==> src/rtl/bldram_pkg.sv <==
`timescale 1ns/1ps
package bldram_pkg;

  localparam int unsigned DEF_DEPTH  = 32;
  localparam int unsigned DEF_ADDR_W = 6;
  localparam int unsigned DEF_LANE_W = 8;
  localparam int unsigned DEF_LANES  = 2;

  // Byte-enable codes for the default two-lane word.
  typedef enum logic [1:0] {
    LANE_NONE  = 2'b00,
    LANE_LOW   = 2'b01,
    LANE_HIGH  = 2'b10,
    LANE_BOTH  = 2'b11
  } lane_code_e;

endpackage

==> src/rtl/bldram_rst_sync.sv <==
`timescale 1ns/1ps
module bldram_rst_sync #(
  parameter int unsigned STAGES = 2
) (
  input  logic clk,
  input  logic rst_n,
  output logic rst_q_n
);

  logic [STAGES-1:0] chain_q;
  logic [STAGES-1:0] chain_d;

  always_comb begin
    chain_d = {chain_q[STAGES-2:0], 1'b1};
  end

  always_ff @(posedge clk or negedge rst_n) begin
    if (!rst_n) begin
      chain_q <= '0;
    end else begin
      chain_q <= chain_d;
    end
  end

  assign rst_q_n = chain_q[STAGES-1];

endmodule

==> src/rtl/bldram_addr_stage.sv <==
`timescale 1ns/1ps
module bldram_addr_stage #(
  parameter int unsigned ADDR_W = 6,
  parameter int unsigned DATA_W = 16,
  parameter int unsigned LANES  = 2
) (
  input  logic              clk,
  input  logic              rst_q_n,
  input  logic              addr_en,
  input  logic [ADDR_W-1:0] addr_in,
  input  logic [DATA_W-1:0] data_in,
  input  logic [LANES-1:0]  lane_in,
  input  logic              we_in,
  output logic [ADDR_W-1:0] addr_q,
  output logic [DATA_W-1:0] data_q,
  output logic [LANES-1:0]  lane_q,
  output logic              we_q
);

  logic [ADDR_W-1:0] addr_d;

  // Address clock enable: hold the previous address while disabled.
  always_comb begin
    if (addr_en) begin
      addr_d = addr_in;
    end else begin
      addr_d = addr_q;
    end
  end

  always_ff @(posedge clk or negedge rst_q_n) begin
    if (!rst_q_n) begin
      addr_q <= '0;
      data_q <= '0;
      lane_q <= '0;
      we_q   <= 1'b0;
    end else begin
      addr_q <= addr_d;
      data_q <= data_in;
      lane_q <= lane_in;
      we_q   <= we_in;
    end
  end

endmodule

==> src/rtl/bldram_lane_bank.sv <==
`timescale 1ns/1ps
module bldram_lane_bank #(
  parameter int unsigned DEPTH  = 32,
  parameter int unsigned LANE_W = 8,
  parameter int unsigned LANES  = 2,
  localparam int unsigned IDX_W  = $clog2(DEPTH),
  localparam int unsigned DATA_W = LANE_W * LANES
) (
  input  logic              clk,
  input  logic [IDX_W-1:0]  idx,
  input  logic              we,
  input  logic [LANES-1:0]  lane_sel,
  input  logic [DATA_W-1:0] wdata,
  output logic [DATA_W-1:0] rdata
);

  for (genvar g = 0; g < LANES; g++) begin : g_lane
    logic [LANE_W-1:0] store [DEPTH];
    logic              lane_we;

    assign lane_we = we & lane_sel[g];

    // Falling-edge write of this lane only.
    always_ff @(negedge clk) begin
      if (lane_we) begin
        store[idx] <= wdata[g*LANE_W +: LANE_W];
      end
    end

    // Unregistered read.
    assign rdata[g*LANE_W +: LANE_W] = store[idx];
  end

endmodule

==> src/rtl/bytelane_dram.sv <==
`timescale 1ns/1ps
module bytelane_dram
  import bldram_pkg::*;
#(
  parameter int unsigned DEPTH  = DEF_DEPTH,
  parameter int unsigned ADDR_W = DEF_ADDR_W,
  parameter int unsigned LANE_W = DEF_LANE_W,
  parameter int unsigned LANES  = DEF_LANES,
  localparam int unsigned IDX_W  = $clog2(DEPTH),
  localparam int unsigned DATA_W = LANE_W * LANES
) (
  input  logic              clk,
  input  logic              rst_n,
  input  logic [ADDR_W-1:0] addr,
  input  logic [DATA_W-1:0] din,
  input  logic              wr_en,
  input  logic [LANES-1:0]  byte_en,
  input  logic              addr_stall,
  output logic [DATA_W-1:0] dout
);

  logic              rst_q_n;
  logic [ADDR_W-1:0] addr_q;
  logic [DATA_W-1:0] din_q;
  logic [LANES-1:0]  be_q;
  logic              we_q;
  logic [IDX_W-1:0]  idx;

  function automatic logic [IDX_W-1:0] wrap_index(input logic [ADDR_W-1:0] a);
    return IDX_W'(32'(a) % DEPTH);
  endfunction

  bldram_rst_sync #(
    .STAGES (2)
  ) u_rst (
    .clk     (clk),
    .rst_n   (rst_n),
    .rst_q_n (rst_q_n)
  );

  bldram_addr_stage #(
    .ADDR_W (ADDR_W),
    .DATA_W (DATA_W),
    .LANES  (LANES)
  ) u_stage (
    .clk     (clk),
    .rst_q_n (rst_q_n),
    .addr_en (~addr_stall),
    .addr_in (addr),
    .data_in (din),
    .lane_in (byte_en),
    .we_in   (wr_en),
    .addr_q  (addr_q),
    .data_q  (din_q),
    .lane_q  (be_q),
    .we_q    (we_q)
  );

  assign idx = wrap_index(addr_q);

  bldram_lane_bank #(
    .DEPTH  (DEPTH),
    .LANE_W (LANE_W),
    .LANES  (LANES)
  ) u_bank (
    .clk      (clk),
    .idx      (idx),
    .we       (we_q),
    .lane_sel (be_q),
    .wdata    (din_q),
    .rdata    (dout)
  );

endmodule

==> config.mk <==
export PLATFORM = sky130hd
export DESIGN_NAME = bytelane_dram
export DESIGN_NICKNAME = d
export VERILOG_FILES = /design/src/rtl/bldram_pkg.sv /design/src/rtl/bldram_rst_sync.sv /design/src/rtl/bldram_addr_stage.sv /design/src/rtl/bldram_lane_bank.sv /design/src/rtl/bytelane_dram.sv
export SDC_FILE = /design/constraint.sdc
export NUM_CORES = 1
export LEC_CHECK = 0
export BUFFER_PORTS_ARGS = -buffer_cell sky130_fd_sc_hd__buf_4
export CAP_MARGIN = 20
export CELL_PAD_IN_SITES_DETAIL_PLACEMENT = 1
export CELL_PAD_IN_SITES_GLOBAL_PLACEMENT = 2
export CORE_AREA = 2 2 160 280
export DETAILED_ROUTE_END_ITERATION = 8
export DIE_AREA = 0 0 162 282
export GPL_TIMING_DRIVEN = 0
export PLACE_DENSITY_LB_ADDON = 0.3
export SLEW_MARGIN = 40
export SYNTH_ARGS = -nofsm -noshare
export SYNTH_HDL_FRONTEND = slang
export SYNTH_SLANG_ARGS = --single-unit
==> constraint.sdc <==
create_clock -name clk -period 2.9 [get_ports clk]
set_clock_uncertainty 0.2 [all_clocks]
set_input_delay 0.58 -clock clk [delete_from_list [all_inputs] [get_ports clk]]
set_output_delay 0.58 -clock clk [all_outputs]
set_load 0.05 [all_outputs]
==> metrics.md <==
| Metric | Value |
|---|---|
| WHS | 12.9 ps |
| Post-DP HPWL | 38000 um |
| Met1 GRT Util | 33.4% |
| Post-synth EDFFs | 512 |
| H-Tree Depth | 2 |
| Psw | 7550 uW |
| Sequential share of power | 39.8% |
| WP data arrival | 3870 ps |
| Initial antenna violation count | 0 |
| CTS tree | done |
| Max_cap viols | 0 |
| Slew HR | 42.9% |
| Top FF cell, synth | edfxtp_1 |
| Seq cells post-synth | 538 |
| Syn Area/Cell | 18.0 um2 |
| Sequential fraction of the synthesis area | 77.7% |
| Critical path type | reg -> out |
| Gr usage total | 32.1% |
| Synth warn | 0 |
| Pint | 14500 uW |
| Clock latency on the worst-skew pair | 600 ps |
| Rows | 101 |
| Worst setup margin | -1750 ps |
| Pin count of the biggest net entering global routing | 33 |
| Post-synthesis mux area share | 12.7% |
| Setup tns final | -376830 ps |
| Cell area after synthesis | 20600 um2 |
| Synth Area in Compound Gates | 3.92% |
| Crit path launch | u_bank.g_lane[0].store[1][5] |
| I/O pin cnt | 44 |
| Final Max Tran Viols | 0 |
| DRC viols | 0 |
| Critical path startpoint category | flip-flop |
| Total clock sinks | 538 |
| Failing checks | setup timing |
| Critical Path Fanout Max | 1 |
| Simple-Gate Fraction of Synth Area | 3.81% |
| Worst Max-Slew Pin Slew | 856 ps |
| Outcome | finished with violations |
| Initial DRC Count | 1384 |
| Core ar. | 43200 um2 |
| Post-synthesis adder-cell area fraction | 0% |
| Post-Synthesis Cells | 1145 |
| Crit end category | output pin |
| Initial Util | 47.7% |
| WL per Instance | 31.6 um |
| Antenna Cells | 0 |
| DIE AREA | 45700 um2 |
| RSZ-0062 raised after global routing | yes |
| Post-synth cell types | 28 |
| Placed Area | 22300 um2 |
| Grt peak-use layer | met2 |
| PD cells | 775 nW/um2 |
| GP Congestion | 0.834 |
| Xor/xnor cell area share of the yosys netlist | 0% |
| Util after Layout | 65.9% |
| Area delta synth->final | 38.3% |
| Share of flip-flops with an asynchronous set or reset | 4.83% |
| Main combinational cell family by area after synthesis | multiplexers |
| Root Driver | clkbuf_16 |
| Nets | 1904 |
| First-pass DRT Iterations | 5 |
| Vias/cell | 5.96 |
| Chip Width | 162 um |
| Hold Crit Start | addr[1] |
| Reg2reg start | u_stage.addr_q[1] |
| Die Y | 282 um |
| Deepest clock path buffer count | 3 |
| WL final | 78400 um |
| Clock share of power | 50.4% |
| Met2 usage | 54.8% |
| CTS buffer count | 50 |
| Met3 Usage GRT | 7.33% |
| Pre-CTS setup slack | -1450 ps |
| Clk slew on worst S/H paths | 130 ps |
| Pleak | 0.0119 uW |
| Vias in the first global route | 16800 |
| Via count | 14800 |
| Final setup viols | 528 |
| Logic pwr share | 9.7% |
| Global-route wire length before repair | 105000 um |
| Finished Cell Area | 28500 um2 |
| Syn nets | 1173 |
| PortBufs | 42 |
| Grt ovf | 0 |
| Layout cell share with drive strength beyond 1 | 26.3% |
| Critical Path RT | 2120 ps |
| Post-route ant nets | 0 |
| HP Class | in -> reg |
| Maximum VDD drop | 0.000613 V |
| Sw Share | 34.2% |
| Final Hold Vio Count | 0 |
[synthesized netlist by cell type, types with 6 or more instances]
cell	instances	area share (%)
buf_2	47	1.1
clkbuf_1	9	0.16
dfrtp_1	26	3.2
edfxtp_1	512	75
mux2i_1	256	12
nand2_1	17	0.31
nand3_1	7	0.17
nand4bb_1	6	0.33
nor2_1	66	1.2
nor4_1	32	0.97
o22ai_1	127	3.9
[what timing repair did]
item	in CTS	in global routing
hold endpoints to repair	21	0
buffers inserted	69	38
pin swaps	59	59
cloned	1	0
gates resized for setup	131	70
setup endpoints to repair	528	528
hold buffers	20	0
[per-layer routing]
layer  wire, um  part of all wire (%)
met1      27200                    35
met2      39900                    51
met3       4680                   6.0
met4       6570                   8.4
met5          0                     0
[power groups by stage]
stage | clock network, uW | logic (uW) | registers (uW)
2_1_floorplan | 1050 | 1060 | 8820
3_3_place_gp | 1050 | 1590 | 8890
3_5_place_dp | 1050 | 1620 | 8910
4_1_cts | 10500 | 1950 | 8800
5_1_grt | 11800 | 2180 | 8790
6_report | 11100 | 2150 | 8790
[worst max-delay path, stage by stage (launching register included)]
cell	delay, ps
edfxtp_1	450
mux2i_1	320
o22ai_1	240
nor4_2	390
nand2_2	140
buf_6	180
[sequential cells by signal, indices dropped and copies added, names as in the netlist]
register,flops
u_stage.data_q,16
u_bank.g_lane.store,512
u_rst.chain_q,2
u_stage.we_q,1
u_stage.lane_q,2
u_stage.addr_q,5
[final timing paths]
check | endpoint | slack, ps | cells past startpoint
max | dout[5] | -1750 | 5
min | u_stage.addr_q[1] | 10 | 2
max reg2reg | u_bank.g_lane[0].store[12][3] | -850 | 9
min reg2reg | u_stage.data_q[15] | 80 | 0
max in group asynchronous | u_stage.data_q[9] | 1970 | 0
min in group asynchronous | u_stage.data_q[15] | 80 | 0
[per-stage QoR]
step                      total power (uW)  std cells
after floorplan                      10900       1145
after global placement               11500       1753
after detailed placement             11600       1754
after CTS                            21200       2447
after global routing                 22800       2482
final                                22100       2482
[final cells by class]
cell class / instances / area [um2]
clock inverters: 550 / 2360
repair buffers: 171 / 2010
multi-input cells: 538 / 5550
clock buffers: 54 / 1330
fillers: 3916 / 14700
flip-flops and latches: 538 / 16100
well taps: 566 / 708
plain buffers: 65 / 489
[cell usage in the layout, fill, tap and decap left out, drive strengths merged, types with 5 or more instances in the layout]
cell,synthesis,final
nor2,66,66
dfrtp,26,26
nand4bb,6,6
buf,57,205
nand2,17,17
mux2i,256,256
clkinvlp,0,14
o22ai,128,128
nand3,7,7
nor4,32,32
bufinv,0,9
edfxtp,512,512
dlygate4sd3,0,20
inv,1,523
mux2,5,5
clkbuf,11,65
[kinds of logic (layout without fill, tap and decap cells)]
kind of cell / count (synthesis) / after routing
AO/OA/AOI/OAI: 128 / 128
buffers and inverters: 69 / 840
flip-flops: 538 / 538
multiplexers: 261 / 261
other: 1 / 1
AND/OR/NAND/NOR: 148 / 148
Note: power is estimated with default switching activity, not from simulation.
